`src/rtl/xlt_pkg.sv`:
```
package xlt_pkg;
  localparam int VA_W    = 32;
  localparam int PPN_W   = 22;
  localparam int OFF_W   = 12;
  localparam int VPN_W   = 10;
  localparam int PA_W    = PPN_W + OFF_W;
  localparam int PTE_W   = 32;
  localparam int TAG_W   = 2 * VPN_W;
  localparam int PPN_LSB = 10;
  localparam int B_V = 0;
  localparam int B_R = 1;
  localparam int B_W = 2;
  localparam int B_X = 3;
  localparam int B_U = 4;

  typedef enum logic [1:0] {
    ACC_LOAD  = 2'd0,
    ACC_STORE = 2'd1,
    ACC_FETCH = 2'd2,
    ACC_RSVD  = 2'd3
  } acc_e;

  typedef enum logic [1:0] {
    WK_IDLE = 2'd0,
    WK_TOP  = 2'd1,
    WK_LEAF = 2'd2
  } wk_st_e;

  typedef struct packed {
    logic             sup;
    logic [TAG_W-1:0] tag;
    logic [PPN_W-1:0] ppn;
    logic             r;
    logic             w;
    logic             x;
    logic             u;
  } xl_ent_t;

  function automatic logic [PA_W-1:0] map_pa(input logic sup,
                                             input logic [PPN_W-1:0] ppn,
                                             input logic [VA_W-1:0] va);
    return sup ? {ppn[PPN_W-1:VPN_W], va[VPN_W+OFF_W-1:0]}
               : {ppn, va[OFF_W-1:0]};
  endfunction

  function automatic logic [PA_W-1:0] ent_addr(input logic [PPN_W-1:0] base,
                                               input logic [VPN_W-1:0] idx);
    return {base, {OFF_W{1'b0}}} + PA_W'({idx, 2'b00});
  endfunction
endpackage

```
`src/rtl/xlt_perm.sv`:
```
module xlt_perm
  import xlt_pkg::*;
(
  input  logic       r,
  input  logic       w,
  input  logic       x,
  input  logic       u,
  input  logic [1:0] kind,
  input  logic       user,
  output logic       ok
);
  logic kind_ok;

  always_comb begin
    case (kind)
      ACC_LOAD:  kind_ok = r;
      ACC_STORE: kind_ok = w;
      ACC_FETCH: kind_ok = x;
      default:   kind_ok = 1'b0;
    endcase
  end

  assign ok = kind_ok && (!user || u);
endmodule

```
`src/rtl/xlt_tlb.sv`:
```
module xlt_tlb
  import xlt_pkg::*;
#(
  parameter int ENTRIES = 8
) (
  input  logic               clk,
  input  logic               rst,
  input  logic               flush,
  input  logic [TAG_W-1:0]   lk_vpn,
  output logic               lk_hit,
  output logic               lk_sup,
  output logic [PPN_W-1:0]   lk_ppn,
  output logic               lk_r,
  output logic               lk_w,
  output logic               lk_x,
  output logic               lk_u,
  input  logic               fill_en,
  input  xl_ent_t            fill_ent,
  output logic [ENTRIES-1:0] valid_o
);
  localparam int IDX_W = (ENTRIES > 1) ? $clog2(ENTRIES) : 1;
  localparam logic [IDX_W-1:0] LAST = IDX_W'(ENTRIES - 1);

  xl_ent_t            ents [ENTRIES];
  logic [ENTRIES-1:0] vld;
  logic [ENTRIES-1:0] match;
  logic [IDX_W-1:0]   rr;

  genvar g;
  generate
    for (g = 0; g < ENTRIES; g++) begin : g_cmp
      assign match[g] = vld[g] &&
        (ents[g].sup ? (ents[g].tag[TAG_W-1:VPN_W] == lk_vpn[TAG_W-1:VPN_W])
                     : (ents[g].tag == lk_vpn));
    end
  endgenerate

  always_comb begin
    lk_hit = |match;
    lk_sup = 1'b0;
    lk_ppn = '0;
    lk_r   = 1'b0;
    lk_w   = 1'b0;
    lk_x   = 1'b0;
    lk_u   = 1'b0;
    for (int i = ENTRIES - 1; i >= 0; i--) begin
      if (match[i]) begin
        lk_sup = ents[i].sup;
        lk_ppn = ents[i].ppn;
        lk_r   = ents[i].r;
        lk_w   = ents[i].w;
        lk_x   = ents[i].x;
        lk_u   = ents[i].u;
      end
    end
  end

  always_ff @(posedge clk) begin
    if (rst || flush) begin
      vld <= '0;
      rr  <= '0;
    end else if (fill_en) begin
      vld[rr] <= 1'b1;
      rr      <= (rr == LAST) ? '0 : rr + 1'b1;
    end
  end

  always_ff @(posedge clk) begin
    if (fill_en && !flush) ents[rr] <= fill_ent;
  end

  assign valid_o = vld;
endmodule

```
`src/rtl/xlt_walk.sv`:
```
module xlt_walk
  import xlt_pkg::*;
(
  input  logic             clk,
  input  logic             rst,
  input  logic             req_valid,
  input  logic [VA_W-1:0]  req_vaddr,
  input  logic [1:0]       req_kind,
  input  logic             req_user,
  input  logic [PPN_W-1:0] root_ppn,
  input  logic             hit,
  input  logic             hit_sup,
  input  logic [PPN_W-1:0] hit_ppn,
  input  logic             hit_ok,
  output xl_ent_t          leaf_ent,
  output logic [1:0]       leaf_kind,
  output logic             leaf_user,
  input  logic             leaf_ok,
  output logic             fill_en,
  output logic             mem_req,
  output logic [PA_W-1:0]  mem_addr,
  input  logic             mem_rsp_valid,
  input  logic [PTE_W-1:0] mem_rsp_data,
  output logic             done,
  output logic             fault,
  output logic [PA_W-1:0]  paddr
);
  wk_st_e           st;
  logic [VA_W-1:0]  va_q;
  logic [1:0]       kind_q;
  logic             user_q;
  logic             mem_req_q;
  logic [PA_W-1:0]  mem_addr_q;
  logic             done_q;
  logic             fault_q;
  logic [PA_W-1:0]  paddr_q;

  logic pte_v, pte_bad, pte_leaf, misalign, leaf_good, grant;
  logic unused_pte_bits;

  assign pte_v           = mem_rsp_data[B_V];
  assign unused_pte_bits = ^mem_rsp_data[PPN_LSB-1:B_U+1];

  always_comb begin
    leaf_ent.sup = (st == WK_TOP);
    leaf_ent.tag = va_q[VA_W-1:OFF_W];
    leaf_ent.ppn = mem_rsp_data[PTE_W-1:PPN_LSB];
    leaf_ent.r   = mem_rsp_data[B_R];
    leaf_ent.w   = mem_rsp_data[B_W];
    leaf_ent.x   = mem_rsp_data[B_X];
    leaf_ent.u   = mem_rsp_data[B_U];
  end

  assign pte_bad   = !pte_v || (leaf_ent.w && !leaf_ent.r);
  assign pte_leaf  = leaf_ent.r || leaf_ent.x;
  assign misalign  = (st == WK_TOP) && (|leaf_ent.ppn[VPN_W-1:0]);
  assign leaf_good = (st != WK_IDLE) && !pte_bad && pte_leaf && !misalign;
  assign grant     = leaf_good && leaf_ok;
  assign fill_en   = mem_rsp_valid && leaf_good;
  assign leaf_kind = kind_q;
  assign leaf_user = user_q;

  always_ff @(posedge clk) begin
    if (rst) begin
      st         <= WK_IDLE;
      va_q       <= '0;
      kind_q     <= '0;
      user_q     <= 1'b0;
      mem_req_q  <= 1'b0;
      mem_addr_q <= '0;
      done_q     <= 1'b0;
      fault_q    <= 1'b0;
      paddr_q    <= '0;
    end else begin
      done_q    <= 1'b0;
      mem_req_q <= 1'b0;
      case (st)
        WK_IDLE: begin
          if (req_valid) begin
            va_q   <= req_vaddr;
            kind_q <= req_kind;
            user_q <= req_user;
            if (hit) begin
              done_q  <= 1'b1;
              fault_q <= !hit_ok;
              paddr_q <= hit_ok ? map_pa(hit_sup, hit_ppn, req_vaddr) : '0;
            end else begin
              mem_req_q  <= 1'b1;
              mem_addr_q <= ent_addr(root_ppn, req_vaddr[VA_W-1:VA_W-VPN_W]);
              st         <= WK_TOP;
            end
          end
        end
        WK_TOP, WK_LEAF: begin
          if (mem_rsp_valid) begin
            if (st == WK_TOP && !pte_bad && !pte_leaf) begin
              mem_req_q  <= 1'b1;
              mem_addr_q <= ent_addr(leaf_ent.ppn, va_q[VPN_W+OFF_W-1:OFF_W]);
              st         <= WK_LEAF;
            end else begin
              done_q  <= 1'b1;
              fault_q <= !grant;
              paddr_q <= grant ? map_pa(leaf_ent.sup, leaf_ent.ppn, va_q) : '0;
              st      <= WK_IDLE;
            end
          end
        end
        default: st <= WK_IDLE;
      endcase
    end
  end

  assign mem_req  = mem_req_q;
  assign mem_addr = mem_addr_q;
  assign done     = done_q;
  assign fault    = fault_q;
  assign paddr    = paddr_q;
endmodule

```
`src/rtl/xlt_top.sv`:
```
module xlt_top
  import xlt_pkg::*;
#(
  parameter int TLB_ENTRIES = 8
) (
  input  logic             clk,
  input  logic             rst,
  input  logic             req_valid,
  input  logic [VA_W-1:0]  req_vaddr,
  input  logic [1:0]       req_kind,
  input  logic             req_user,
  input  logic             root_wr,
  input  logic [PPN_W-1:0] root_ppn_in,
  input  logic             fence,
  output logic             mem_req,
  output logic [PA_W-1:0]  mem_addr,
  input  logic             mem_rsp_valid,
  input  logic [PTE_W-1:0] mem_rsp_data,
  output logic             done,
  output logic             fault,
  output logic [PA_W-1:0]  paddr
);
  logic [PPN_W-1:0]       root_q;
  logic                   flush;
  logic                   hit, hit_sup, hit_r, hit_w, hit_x, hit_u, hit_ok;
  logic [PPN_W-1:0]       hit_ppn;
  xl_ent_t                leaf_ent;
  logic [1:0]             leaf_kind;
  logic                   leaf_user, leaf_ok, fill_en;
  logic [TLB_ENTRIES-1:0] tlb_valid;

  always_ff @(posedge clk) begin
    if (rst)          root_q <= '0;
    else if (root_wr) root_q <= root_ppn_in;
  end

  assign flush = fence || root_wr;

  xlt_tlb #(.ENTRIES(TLB_ENTRIES)) u_tlb (
    .clk      (clk),
    .rst      (rst),
    .flush    (flush),
    .lk_vpn   (req_vaddr[VA_W-1:OFF_W]),
    .lk_hit   (hit),
    .lk_sup   (hit_sup),
    .lk_ppn   (hit_ppn),
    .lk_r     (hit_r),
    .lk_w     (hit_w),
    .lk_x     (hit_x),
    .lk_u     (hit_u),
    .fill_en  (fill_en),
    .fill_ent (leaf_ent),
    .valid_o  (tlb_valid)
  );

  xlt_perm u_perm_hit (
    .r(hit_r), .w(hit_w), .x(hit_x), .u(hit_u),
    .kind(req_kind), .user(req_user), .ok(hit_ok)
  );

  xlt_perm u_perm_leaf (
    .r(leaf_ent.r), .w(leaf_ent.w), .x(leaf_ent.x), .u(leaf_ent.u),
    .kind(leaf_kind), .user(leaf_user), .ok(leaf_ok)
  );

  xlt_walk u_walk (
    .clk           (clk),
    .rst           (rst),
    .req_valid     (req_valid),
    .req_vaddr     (req_vaddr),
    .req_kind      (req_kind),
    .req_user      (req_user),
    .root_ppn      (root_q),
    .hit           (hit),
    .hit_sup       (hit_sup),
    .hit_ppn       (hit_ppn),
    .hit_ok        (hit_ok),
    .leaf_ent      (leaf_ent),
    .leaf_kind     (leaf_kind),
    .leaf_user     (leaf_user),
    .leaf_ok       (leaf_ok),
    .fill_en       (fill_en),
    .mem_req       (mem_req),
    .mem_addr      (mem_addr),
    .mem_rsp_valid (mem_rsp_valid),
    .mem_rsp_data  (mem_rsp_data),
    .done          (done),
    .fault         (fault),
    .paddr         (paddr)
  );
endmodule

```
`config.mk`:
```
export PLATFORM = sky130hd
export DESIGN_NAME = xlt_top
export DESIGN_NICKNAME = d
export VERILOG_FILES = /design/src/rtl/xlt_pkg.sv /design/src/rtl/xlt_perm.sv /design/src/rtl/xlt_tlb.sv /design/src/rtl/xlt_walk.sv /design/src/rtl/xlt_top.sv
export SDC_FILE = /design/constraint.sdc
export NUM_CORES = 1
export LEC_CHECK = 0
export BUFFER_PORTS_ARGS = -buffer_cell sky130_fd_sc_hd__buf_2
export CORE_UTILIZATION = 30
export CTS_CLUSTER_DIAMETER = 100
export DETAILED_ROUTE_END_ITERATION = 8
export PLACE_DENSITY_LB_ADDON = 0.05
export SYNTH_ARGS = -nofsm -noshare
export SYNTH_HDL_FRONTEND = slang
export SYNTH_SLANG_ARGS = --single-unit
```
`constraint.sdc`:
```
create_clock -name clk -period 8.2 [get_ports clk]
set_input_delay 0.82 -clock clk [delete_from_list [all_inputs] [get_ports clk]]
set_output_delay 0.82 -clock clk [all_outputs]
set_load 0.01 [all_outputs]
```
* Word level (Yosys, flattened, before mapping)
Memories as Yosys holds them, arrays and structs flattened.
Cells that the tools add are included.
** Word-level totals
- Bits in registers :: 141
- RAM bits :: 376
- Word-level logic and storage cells :: 194
- Memories kept :: 1
** Cells by class
- Add/subtract/negate cells :: 3
- $lt $le $gt $ge :: 2
- Eq/ne operators :: 29
- Muxes and demuxes :: 97
- Bitwise operators :: 1
- Reductions and logical operators :: 49
** Memories
- u_tlb.ents :: words 8, width 47, read ports 8, clocked after Yosys merged registers in 0, wr ports 1, RTL line xlt_tlb.sv:24 : xl_ent_t ents [ENTRIES];
** Operator list (count)
- $mux W34 :: 10
- $mux W22 :: 10
- $eq A20 B20 Y1 :: 8
- $pmux W34 S2 :: 2
- $eq A10 B10 Y1 :: 8
- $add A34 B12 Y34 :: 2
- $mux W1 :: 63
- $logic_and A1 B1 Y1 :: 21
- $logic_not A1 Y1 :: 10
- $ne A2 B2 Y1 const B :: 5
- $reduce_and A5 Y1 :: 2
- $reduce_or A10 Y1 :: 1
- $mux W2 :: 4
- $or A8 B8 Y8 :: 1
- $reduce_or A8 Y1 :: 1
- $eq A2 B1 Y1 const B :: 3
- $eq A2 B2 Y1 const B :: 3
- $logic_not A2 Y1 :: 3
- $logic_or A1 B1 Y1 :: 6
- $pmux W1 S2 :: 3
- $pmux W1 S3 :: 2
- $lt A3 B4 Y1 const B :: 1
- $pmux W2 S2 :: 1
- $reduce_bool A2 Y1 :: 2
- 9 further kinds :: 9

* Depth between registers and ports, before layout
Gate-level depths: netlist of the first run.
- Depth in word-level cells :: 17
- Gate-level depth with buffers :: 13

* Hierarchy
From an unflattened synthesis of the first run, not the netlist that was laid out.
** Second synthesis, totals
- Cells, all modules :: 1658
- Area total of the unflattened synthesis :: 21777.1 um^2
** Modules (own cells, without submodules)
- xlt_tlb :: times used 1, cells an instance 948, area each 15392.3 um^2, sequential area each 11511.0 um^2
- xlt_walk :: times used 1, cells an instance 628, area each 5487.8 um^2, sequential area each 2122.0 um^2
- xlt_top :: times used 1, cells an instance 72, area each 809.5 um^2, sequential area each 440.4 um^2
- xlt_perm :: times used 2, cells an instance 5, area each 43.8 um^2, sequential area each 0.0 um^2

* Worst setup path after synthesis of the first run
Ideal clock, no wire load.
- Path type :: input to register
- Start :: input mem_rsp_data[11]
- End :: memory u_tlb.ents[0][0] (netlist name) (enable)
- Setup time :: 452 ps
- Arrival time :: 4536 ps
- Data required time :: 7748 ps
- Setup slack :: 3213 ps
- Stages :: 7
- Buffers on the path :: 1
- Cells stage by stage :: nor4_1 nand3_1 a2111oi_0 and2_1 clkbuf_1 or3b_2 nor2_1
** Between the ends
- Cells in the longest elaborated chain, start to end :: 8
** RTL lines
- from (decl) :: RTL line xlt_top.sv:18 : input logic [PTE_W-1:0] mem_rsp_data,
- $reduce_or A10 Y1 :: RTL line xlt_walk.sv:56 : assign misalign = (st == WK_TOP) && (|leaf_ent.ppn[VPN_W-1:0]);
- $logic_and A1 B1 Y1 :: RTL line xlt_walk.sv:56
- $logic_not A1 Y1 :: RTL line xlt_walk.sv:57 : assign leaf_good = (st != WK_IDLE) && !pte_bad && pte_leaf && !misalign;
- $logic_and A1 B1 Y1 :: RTL line xlt_walk.sv:57
- $logic_and A1 B1 Y1 :: RTL line xlt_walk.sv:59 : assign fill_en = mem_rsp_valid && leaf_good;
- $logic_and A1 B1 Y1 :: RTL line xlt_tlb.sv:69 : if (fill_en && !flush) ents[rr] <= fill_ent;
- $mux W1 :: RTL line xlt_tlb.sv:69
- $mux W1 (not written as such) :: RTL line xlt_tlb.sv:69
- to (decl) :: RTL line xlt_tlb.sv:24
No other way between the ends.

* Worst setup path in the final report of the first run
- Start :: input req_vaddr[20]
- End :: register u_walk.paddr_q[12] (netlist: u_walk.paddr[12])
** Between the ends
- Cells in the longest elaborated chain, start to end :: 17
- Elaborated cells on any way between the ends :: 83
** RTL lines
- from (decl) :: RTL line xlt_top.sv:9 : input logic [VA_W-1:0] req_vaddr,
- $eq A20 B20 Y1 :: RTL line xlt_tlb.sv:34 : : (ents[g].tag == lk_vpn));
- $mux W1 :: RTL line xlt_tlb.sv:33 : (ents[g].sup ? (ents[g].tag[TAG_W-1:VPN_W] == lk_vpn[TAG_W-1:VPN_W])
- $logic_and A1 B1 Y1 :: RTL line xlt_tlb.sv:32 : assign match[g] = vld[g] &&
- $mux W1 (8 in a row) :: RTL line xlt_tlb.sv:47 : if (match[i]) begin
- $pmux W1 S3 / $logic_or A1 B1 Y1 (equally long branches) :: RTL line xlt_perm.sv:15, xlt_perm.sv:23
- $logic_and A1 B1 Y1 :: RTL line xlt_perm.sv:23 : assign ok = kind_ok && (!user || u);
- $mux W34 :: RTL line xlt_walk.sv:86 : paddr_q <= hit_ok ? map_pa(hit_sup, hit_ppn, req_vaddr) : '0;
- $mux W34 :: RTL line xlt_walk.sv:83 : if (hit) begin
- $mux W34 :: RTL line xlt_walk.sv:79 : if (req_valid) begin
- $pmux W34 S2 :: RTL line xlt_walk.sv:77 : case (st)
- to (signal assigned) :: RTL line xlt_walk.sv:86
- to (signal assigned) :: RTL line xlt_walk.sv:103 : paddr_q <= grant ? map_pa(leaf_ent.sup, leaf_ent.ppn, va_q) : '0;
- to (decl) :: RTL line xlt_walk.sv:36 : logic [PA_W-1:0] paddr_q;
Parallel ways exist; a longest one is shown, timed or not. The select of a mux whose other input is x is not followed.
A chain may end at the register's enable or synchronous reset.

==> results.rst, run 1 <==
.. list-table::
   :header-rows: 1

   * - Metric
     - Value
   * - Result of the run
     - finished, final reports clean
   * - Hold buffers post-CTS
     - 0
   * - Post-route DRC violation count
     - 0
   * - Clock root buffer
     - sky130_fd_sc_hd__clkbuf_16
   * - Number of standard cells in the final layout excluding fillers
     - 2898
   * - Source of the worst register-to-register timing path
     - u_tlb.ents[5][33]
   * - Total of cells resized after clock tree synthesis
     - 0
   * - DRC marker count from the first detailed-route iteration
     - 1019
   * - Critical Path AT
     - 5.50 ns
   * - Setup fix buffers added after clock tree synthesis
     - 0
   * - Number of global-route vias before repair
     - 15000
   * - Count of maximum capacitance violations
     - 0
   * - Met3 Usage GRT
     - 0.0325
   * - Sequential standard cell area
     - 0.0141 mm^2
   * - Overall die area
     - 0.0740 mm^2
   * - Most Crowded Layer GR
     - met2
   * - Maximum clock rate
     - 202 MHz
   * - TritonCTS Sinks
     - 515
   * - Mean number of vias per cell
     - 5.24
   * - Min-delay worst type
     - primary input to flip-flop
   * - Vertical die dimension
     - 272 um
   * - Library cells used by synthesis
     - 76
   * - EDFF count, synth
     - 376
   * - Number of nets in the layout
     - 1993
   * - Largest buffer count on any clock path
     - 3
   * - Top flip-flop cell by instance count after synthesis
     - sky130_fd_sc_hd__edfxtp_1
   * - Count of buffers from port buffering
     - 158
   * - Capture point of the critical path
     - u_walk.paddr[12]
   * - Slowest CP cell
     - sky130_fd_sc_hd__a31oi_4
   * - Number of placed instances, taps included
     - 2779
   * - FF-to-FF End
     - u_walk.paddr[12]
   * - Starting density of the core
     - 0.305
   * - Global-route wire length before repair
     - 110000 um
   * - Total clock buffers created by CTS
     - 61
   * - Actual slew at the worst max-slew pin
     - 1.16 ns
   * - Count of final setup violators
     - 0
   * - Post-synthesis sequential area ratio
     - 0.643
   * - Total routing usage reported by global routing
     - 0.205
   * - Capturing element type of the critical path
     - flip-flop
   * - Layout overhead on the synthesized area
     - 18.0%
   * - Seq cells post-synth
     - 515
   * - Power per unit of standard cell area
     - 236 mW/mm^2
   * - Number of standard cells after synthesis
     - 1742
   * - Final sum of negative setup slack
     - 0 ns
   * - Count of yosys warnings during synthesis
     - 0
   * - Total power
     - 6.09 mW
   * - Initial antenna violation count
     - 11
   * - Multi-input gate area in the final layout
     - 0.00734 mm^2
   * - Row Count
     - 98
   * - Number of placed I/O pins
     - 166
   * - Fin. max-slew vios
     - 0
   * - Reg-to-reg setup timing slack
     - 3.46 ns
   * - Worst Path Class, Setup
     - primary input to flip-flop
   * - Final min period
     - 4.96 ns
   * - Fraction of registers with async set or reset after synthesis
     - 0
   * - Overall routed net length
     - 76700 um
   * - Layout cell share with drive strength beyond 1
     - 0.179
   * - Worst rel slew slack
     - 0.225
   * - Half-perimeter wire length after detailed placement
     - 48500 um
   * - Worst-path cell chain
     - buf_2, xnor2_1, nand4_1, o41a_1, nor2_1, a221oi_2, or4_4, a31oi_4, o211ai_1, o21ai_0
   * - Area of the mapped netlist
     - 0.0219 mm^2
   * - Number of levels in the clock H-tree
     - 2
   * - Leftover overflow at the end of global routing
     - 0
   * - Avg Inst Size Synth
     - 12.6 um^2
   * - Required @ worst endpoint
     - 8.74 ns
   * - Global placement routability congestion
     - 0.799
   * - Largest net degree at the start of global routing
     - 66
   * - Met2 GRT Util
     - 0.331
   * - Overall via count from detail_route
     - 15200
   * - Hold Violations, Final
     - 0
   * - GR Util met1
     - 0.290
   * - Crit share post-route
     - 0.604
   * - Clock tree skew after final layout
     - 0.0204 ns
   * - Routed wire length per instance
     - 26.5 um
   * - Most used cells in the layout excluding fill and tap cells
     - 376 x sky130_fd_sc_hd__edfxtp_1, 157 x sky130_fd_sc_hd__buf_2, 141 x sky130_fd_sc_hd__nor2_1, 139 x sky130_fd_sc_hd__dfxtp_1, 115 x sky130_fd_sc_hd__nand2_1
   * - Post-detailed-route count of antenna-violating nets
     - 0
   * - Crit path launch type
     - primary input
   * - Worst stage delay on the critical path
     - 0.85 ns
   * - Worst Setup Slack, final
     - 3.24 ns
   * - Clock-pin slew of the registers on the worst-case setup and hold paths
     - 0.06 ns
   * - Detailed-router iteration count before antenna repair
     - 5
   * - Core Footprint
     - 0.0719 mm^2
   * - Most common cell after layout, fill and taps aside
     - sky130_fd_sc_hd__edfxtp_1
   * - DP Worst Slack
     - 2.61 ns
   * - Insertion delay to the later sink of the worst-skew pair
     - 0.63 ns
   * - Die W
     - 272 um
   * - TritonCTS clock tree
     - built
   * - Unrepaired setup endpoints after global routing
     - no
   * - Peak supply drop
     - 142 uV
   * - Worst reg2reg path depth
     - 9
   * - Filler cell count
     - 7132
   * - Largest fanout on the critical path
     - 26
   * - Worst Setup SP
     - req_vaddr[20]
   * - Standby leakage power
     - 8.67 nW
power breakdown:
group | internal (mW) | switching, mW
logic | 0.149 | 0.301
clock network | 1.61 | 1.12
registers | 2.85 | 0.0526
routing by layer:
layer	wire length, um	share of wire
met3	3860	0.050
met2	35800	0.47
met4	1270	0.017
met1	35800	0.47
met5	40	0.00052
worst max-delay path, delay by kind of cell:
kind                      cells  cell delay [ns]
AOI/OAI and AO/OA             5             2.54
xor gates and xnor gates      1             0.17
buffers and inverters         1             0.38
and+or+nand+nor               3             1.55
cells in the mapped netlist, types with 32 or more instances:
library cell               instances  area share
sky130_fd_sc_hd__nor2_1          151       0.026
sky130_fd_sc_hd__nor3_1           53       0.012
sky130_fd_sc_hd__dfxtp_1         139        0.13
sky130_fd_sc_hd__nand2_1         115       0.020
sky130_fd_sc_hd__nand4_1          33      0.0094
sky130_fd_sc_hd__clkbuf_1         75       0.013
sky130_fd_sc_hd__edfxtp_1        376        0.52
sky130_fd_sc_hd__a31oi_1          33      0.0094
sky130_fd_sc_hd__mux2i_1          71       0.032
sky130_fd_sc_hd__xnor2_1          89       0.036
sky130_fd_sc_hd__xor2_1           71       0.028
sky130_fd_sc_hd__nand3_1          53       0.012
sky130_fd_sc_hd__a21oi_1          63       0.014
sky130_fd_sc_hd__a211oi_1         55       0.019
sky130_fd_sc_hd__o211ai_1         32       0.011
area by class of cell:
| cell class | count | area share |
|---|---|---|
| clock inverter | 28 | 0.00886 |
| tap | 950 | 0.0460 |
| timing repair buffer | 199 | 0.0426 |
| multi-input combinational | 1090 | 0.284 |
| clock buffer | 88 | 0.0698 |
| inverter | 25 | 0.00363 |
| sequential | 515 | 0.545 |
| antenna | 3 | 0.000291 |
per-stage QoR:
step,hold WS (ns),cell area [um^2],utilization
finish,0.421,25800,0.359
floorplan,0.437,21900,-
global placement,0.442,23800,0.331
CTS,0.382,25800,0.359
detailed placement,0.447,23800,0.331
global route,0.399,25800,0.359
worst min-delay path by stage:
stage / from / end / slack, ns / cells past startpoint
floorplan: u_walk.va_q[0] / u_walk.va_q[0] / 0.44 / 2
global placement: u_walk.va_q[2] / u_walk.va_q[2] / 0.44 / 2
detailed placement: u_walk.va_q[0] / u_walk.va_q[0] / 0.45 / 2
CTS: root_ppn_in[18] / root_q[18] / 0.38 / 3
global route: root_ppn_in[18] / root_q[18] / 0.40 / 3
finish: root_ppn_in[18] / root_q[18] / 0.42 / 3
sequential cells by signal (all words and copies together), names as in the netlist:
name and cells:
root_q 22, u_tlb.ents 376, u_tlb.rr 3, u_tlb.valid_o 8
u_walk.done 1, u_walk.fault 1, u_walk.leaf_kind 2, u_walk.leaf_user 1
u_walk.mem_addr 32, u_walk.mem_req 1, u_walk.paddr 34, u_walk.st 2
u_walk.va_q 32
kinds of logic (layout without fill, tap and decap cells):
kind of cell               Yosys count  in the layout  share of synthesized area
muxes                               82             82                     0.0381
buffers and inverters              138            340                     0.0270
other                                1              5                   0.000171
and+or+nand+nor                    478            478                      0.103
AOI/OAI and AO/OA                  362            362                      0.121
DFF                                515            515                      0.643
xor gates and xnor gates           160            160                     0.0640
adders and majority gates            6              6                    0.00343
(Power assumes the default switching activity.)
==> run 2, diff against run 1 <==
--- a/config.mk
+++ b/config.mk
@@ -5,6 +5,7 @@
 export SDC_FILE = /design/constraint.sdc
 export NUM_CORES = 1
 export LEC_CHECK = 0
+export ABC_AREA = 1
 export BUFFER_PORTS_ARGS = -buffer_cell sky130_fd_sc_hd__buf_2
 export CORE_UTILIZATION = 30
 export CTS_CLUSTER_DIAMETER = 100
==> constraint.sdc (replaced) <==
create_clock -name clk -period 4.3 [get_ports clk]
set_input_delay 0.43 -clock clk [delete_from_list [all_inputs] [get_ports clk]]
set_output_delay 0.43 -clock clk [all_outputs]
set_load 0.01 [all_outputs]
==> results.rst, run 2 <==
.. list-table::
   :header-rows: 1

   * - Metric
     - Value
   * - Final cell utilization of the core
     - 0.357 (was 0.359)
   * - Most common cell after layout, fill and taps aside
     - sky130_fd_sc_hd__nand2_1 (was sky130_fd_sc_hd__edfxtp_1)
   * - Yosys top cell area share
     - 0.492 (was 0.516)
   * - Filler cell count
     - 7773 (was 7132)
   * - Total of cells resized after clock tree synthesis
     - 0 (unchanged)
   * - Fin. max-slew vios
     - 0 (unchanged)
   * - Area of the mapped netlist
     - 0.0229 mm^2 (was 0.0219 mm^2)
   * - Worst-path cell chain
     - a21oi_1, nand2_1, nor2_1, nand2_1, nor2_1, nand2_2, nor2_1, nand2_1, nand2_1, nand2_1, nand2_1, nand2_1, nand2_1, nand2_1, nand2_1, nand3_1, nand2_1, nand3_2, a21oi_2 (was buf_2, xnor2_1, nand4_1, o41a_1, nor2_1, a221oi_2, or4_4, a31oi_4, o211ai_1, o21ai_0)
   * - Seq cells post-synth
     - 515 (unchanged)
   * - Power per unit of standard cell area
     - 514 mW/mm^2 (was 236 mW/mm^2)
   * - Most used cells in the layout excluding fill and tap cells
     - 575 x sky130_fd_sc_hd__nand2_1, 376 x sky130_fd_sc_hd__edfxtp_1, 266 x sky130_fd_sc_hd__nor2_1, 182 x sky130_fd_sc_hd__a21oi_1, 172 x sky130_fd_sc_hd__inv_1 (was 376 x sky130_fd_sc_hd__edfxtp_1, 157 x sky130_fd_sc_hd__buf_2, 141 x sky130_fd_sc_hd__nor2_1, 139 x sky130_fd_sc_hd__dfxtp_1, 115 x sky130_fd_sc_hd__nand2_1)
   * - Worst Min Path Start
     - root_ppn_in[18] (unchanged)
   * - Post-detailed-route count of antenna-violating nets
     - 0 (unchanged)
   * - Combinational Power Share
     - 0.190 (was 0.074)
   * - Overall die area
     - 0.0776 mm^2 (was 0.0740 mm^2)
   * - Largest buffer count on any clock path
     - 3 (unchanged)
   * - Post-route DRC violation count
     - 2 (was 0)
   * - Global placement routability congestion
     - 0.805 (was 0.799)
   * - Switching power summed over all nets
     - 4.43 mW (was 1.47 mW)
   * - Worst hold path stage count
     - 3 (unchanged)
   * - Worst Path Class, Setup
     - flip-flop to flip-flop (was primary input to flip-flop)
   * - Clock root buffer
     - sky130_fd_sc_hd__clkbuf_16 (unchanged)
   * - Result of the run
     - complete, but fails checks (was finished, final reports clean)
   * - TritonCTS Sinks
     - 515 (unchanged)
   * - Maximum clock rate
     - 311 MHz
   * - Endpoint, Worst Hold
     - root_q[18] (unchanged)
   * - Routed wire length per instance
     - 21.3 um (was 26.5 um)
   * - Die W
     - 279 um (was 272 um)
   * - Clock tree skew after final layout
     - 0.0222 ns (was 0.0204 ns)
   * - Final min period
     - 3.21 ns
   * - Count of buffers from port buffering
     - 158 (unchanged)
   * - Part of the total power dissipated in the clock network
     - 0.359 (was 0.449)
   * - Detailed-router iteration count before antenna repair
     - 7 (was 5)
   * - Hold Violations, Final
     - 0 (unchanged)
   * - Count of final setup violators
     - 0 (unchanged)
   * - FF-to-FF End
     - u_walk.paddr[21] (was u_walk.paddr[12])
   * - Failing checks
     - design-rule violations
   * - Number of levels in the clock H-tree
     - 2 (unchanged)
   * - Capturing element type of the critical path
     - flip-flop (unchanged)
   * - Min-delay worst type
     - primary input to flip-flop (unchanged)
   * - Largest register by flop count
     - u_tlb.ents (unchanged)
   * - Library cells used by synthesis
     - 55 (was 76)
   * - Mean number of vias per cell
     - 4.80 (was 5.24)
   * - Number of global-route vias before repair
     - 17100 (was 15000)
   * - Reg-to-reg setup timing slack
     - 1.09 ns (was 3.46 ns)
   * - Total routing usage reported by global routing
     - 0.198 (was 0.205)
   * - Row Count
     - 101 (was 98)
   * - Overall routed net length
     - 77000 um (was 76700 um)
   * - Part of the total power dissipated in sequential elements
     - 0.451 (was 0.477)
   * - Critical Path AT
     - 3.78 ns (was 5.50 ns)
   * - Post-synthesis sequential area ratio
     - 0.613 (was 0.643)
   * - DRC marker count from the first detailed-route iteration
     - 1037 (was 1019)
   * - Clock-pin slew of the registers on the worst-case setup and hold paths
     - 0.06 ns (about the same)
   * - Number of nets in the layout
     - 2684 (was 1993)
   * - Top flip-flop cell by instance count after synthesis
     - sky130_fd_sc_hd__edfxtp_1 (unchanged)
   * - Worst stage delay on the critical path
     - 0.82 ns (was 0.85 ns)
   * - Actual slew at the worst max-slew pin
     - 1.04 ns (was 1.16 ns)
   * - Worst rel slew slack
     - 0.305 (was 0.225)
   * - Post-route worst hold slack
     - 0.0357 ns (was 0.421 ns)
   * - Worst Setup SP
     - u_tlb.ents[7][38] (was req_vaddr[20])
   * - Setup fix buffers added after clock tree synthesis
     - 0 (unchanged)
   * - Total power
     - 13.9 mW (was 6.09 mW)
   * - Int Pwr
     - 9.51 mW (was 4.62 mW)
   * - Count of maximum capacitance violations
     - 0 (unchanged)
   * - Standby leakage power
     - 10.6 nW (was 8.67 nW)
   * - Largest net degree at the start of global routing
     - 48 (was 66)
   * - Required @ worst endpoint
     - 4.87 ns (was 8.74 ns)
   * - Source of the worst register-to-register timing path
     - u_tlb.ents[7][38] (was u_tlb.ents[5][33])
   * - Leftover overflow at the end of global routing
     - 0 (unchanged)
   * - Most Frequent Cell on Critical Path
     - sky130_fd_sc_hd__nand2_1
   * - Peak supply drop
     - 317 uV (was 142 uV)
   * - Hold buffers post-CTS
     - 17 (was 0)
   * - Core Footprint
     - 0.0758 mm^2 (was 0.0719 mm^2)
   * - Flip-flop count of the largest register after layout
     - 376 (unchanged)
   * - Fraction of registers with async set or reset after synthesis
     - 0 (unchanged)
   * - Slowest CP cell
     - sky130_fd_sc_hd__nor2_1 (was sky130_fd_sc_hd__a31oi_4)
   * - Initial antenna violation count
     - 7 (was 11)
   * - Starting density of the core
     - 0.303 (was 0.305)
   * - TritonCTS clock tree
     - built (unchanged)
   * - Worst reg2reg path depth
     - 19 (was 9)
   * - Half-perimeter wire length after detailed placement
     - 50700 um (was 48500 um)
   * - Avg Inst Size Synth
     - 9.54 um^2 (was 12.6 um^2)
   * - Count of yosys warnings during synthesis
     - 0 (unchanged)
   * - Crit share post-route
     - 0.747
   * - Unrepaired setup endpoints after global routing
     - no (unchanged)
   * - Vertical die dimension
     - 279 um (was 272 um)
   * - Overall via count from detail_route
     - 17300 (was 15200)
   * - EDFF count, synth
     - 376 (unchanged)
   * - Total clock buffers created by CTS
     - 59 (was 61)
   * - Layout overhead on the synthesized area
     - 18.1% (was 18.0%)
   * - Cell taking the most area after synthesis
     - sky130_fd_sc_hd__edfxtp_1 (unchanged)
   * - Count leader, synth
     - sky130_fd_sc_hd__nand2_1 (was sky130_fd_sc_hd__edfxtp_1)
   * - Number of standard cells after synthesis
     - 2404 (was 1742)
   * - Number of placed I/O pins
     - 166 (unchanged)
   * - Antenna cells
     - 0 (was 3)
   * - Cells taking the most area after synthesis
     - sky130_fd_sc_hd__edfxtp_1 49%, sky130_fd_sc_hd__dfxtp_1 12%, sky130_fd_sc_hd__nand2_1 9.4% (was sky130_fd_sc_hd__edfxtp_1 52%, sky130_fd_sc_hd__dfxtp_1 13%, sky130_fd_sc_hd__xnor2_1 3.6%)
   * - Switching Fraction
     - 0.318 (was 0.242)
   * - Insertion delay to the later sink of the worst-skew pair
     - 0.64 ns (was 0.63 ns)
   * - Crit path launch type
     - flip-flop (was primary input)
   * - Final sum of negative setup slack
     - 0 ns (unchanged)
   * - Layout cell share with drive strength beyond 1
     - 0.154 (was 0.179)
   * - Largest fanout on the critical path
     - 11 (was 26)
   * - Synth cell count leaders
     - 575 x sky130_fd_sc_hd__nand2_1, 376 x sky130_fd_sc_hd__edfxtp_1, 275 x sky130_fd_sc_hd__nor2_1 (was 376 x sky130_fd_sc_hd__edfxtp_1, 151 x sky130_fd_sc_hd__nor2_1, 139 x sky130_fd_sc_hd__dfxtp_1)
   * - Global-route wire length before repair
     - 114000 um (was 110000 um)
==> run 2: cell types whose count changed in the layout (fill, tap and decap cells not counted), moves of 23 or more <==
cell,before,now
sky130_fd_sc_hd__xor2_1,71,26
sky130_fd_sc_hd__mux2i_1,71,0
sky130_fd_sc_hd__xnor2_1,89,35
sky130_fd_sc_hd__nor3_1,51,16
sky130_fd_sc_hd__a21oi_1,63,182
sky130_fd_sc_hd__a31oi_1,33,1
sky130_fd_sc_hd__nand3_1,53,128
sky130_fd_sc_hd__nor2_1,141,266
sky130_fd_sc_hd__inv_1,25,172
sky130_fd_sc_hd__a211oi_1,55,4
sky130_fd_sc_hd__o21ai_0,21,164
sky130_fd_sc_hd__nand2_1,115,575
sky130_fd_sc_hd__inv_2,0,23
==> run 2: layout make-up <==
| type | instances | area, um^2 | share of cell area |
|---|---|---|---|
| clock buffer | 78 | 1640 | 0.0605 |
| clock inverter | 33 | 277 | 0.0102 |
| inverter | 201 | 759 | 0.0280 |
| multi-input combinational | 1569 | 7550 | 0.279 |
| sequential | 515 | 14100 | 0.519 |
| tap | 978 | 1220 | 0.0452 |
| timing repair buffer | 237 | 1580 | 0.0582 |
==> run 2: power by group through the flow <==
stage | clock [mW] | sequential, mW | combinational [mW]
after floorplan | 0 | 6.31 | 1.46
after global placement | 0 | 6.41 | 2.64
after detailed placement | 0 | 6.40 | 2.66
after CTS | 5.14 | 6.31 | 2.69
after global routing | 5.32 | 6.35 | 2.93
final | 5.00 | 6.29 | 2.65
==> run 2: cell families (layout without fill, tap and decap cells) <==
| logic type | count (synthesis) | in the layout | synth area share |
|---|---|---|---|
| buf+inv | 321 | 549 | 0.0610 |
| flops | 515 | 515 | 0.613 |
| fa+ha+maj | 6 | 6 | 0.00327 |
| compound gates | 409 | 409 | 0.0969 |
| other cells | 1 | 2 | 0.000163 |
| simple gates | 1091 | 1091 | 0.202 |
| xor+xnor | 61 | 61 | 0.0233 |
==> run 2: per-layer routing <==
| layer | wire [um] | GRT usage | vias to the layer above |
|---|---|---|---|
| li1 | - | - | 8444 |
| met1 | 36600 | 0.273 | 8375 |
| met2 | 34900 | 0.321 | 406 |
| met3 | 3790 | 0.0327 | 110 |
| met4 | 1620 | 0.0507 | 12 |
| met5 | 80 | 0 | - |
==> run 2: critical path: cells and delay by family (launching register included) <==
family,cells,cell delay (ns)
simple gates,17,2.43
flops,1,0.43
compound gates,2,0.27
==> run 2: through the flow <==
step | setup slack (ns) | cell area [um^2] | instances
after floorplan | 0.319 | 22900 | 2405
after global placement | 0.457 | 25000 | 3483
after detailed placement | 0.412 | 25000 | 3483
after CTS | 0.919 | 27100 | 3611
after global routing | 0.599 | 27100 | 3611
final | 1.09 | 27100 | 3611
==> run 2: how the worst max path moves through the flow <==
stage	to	slack [ns]	depth (start not counted)
3_3_place_gp	u_walk.paddr[20]	0.46	21
4_1_cts	u_walk.paddr[21]	0.92	21
5_1_grt	u_walk.paddr[20]	0.60	21
3_5_place_dp	u_walk.paddr[20]	0.41	21
2_1_floorplan	u_tlb.ents[1][0]	0.32	9
6_report	u_walk.paddr[21]	1.09	19
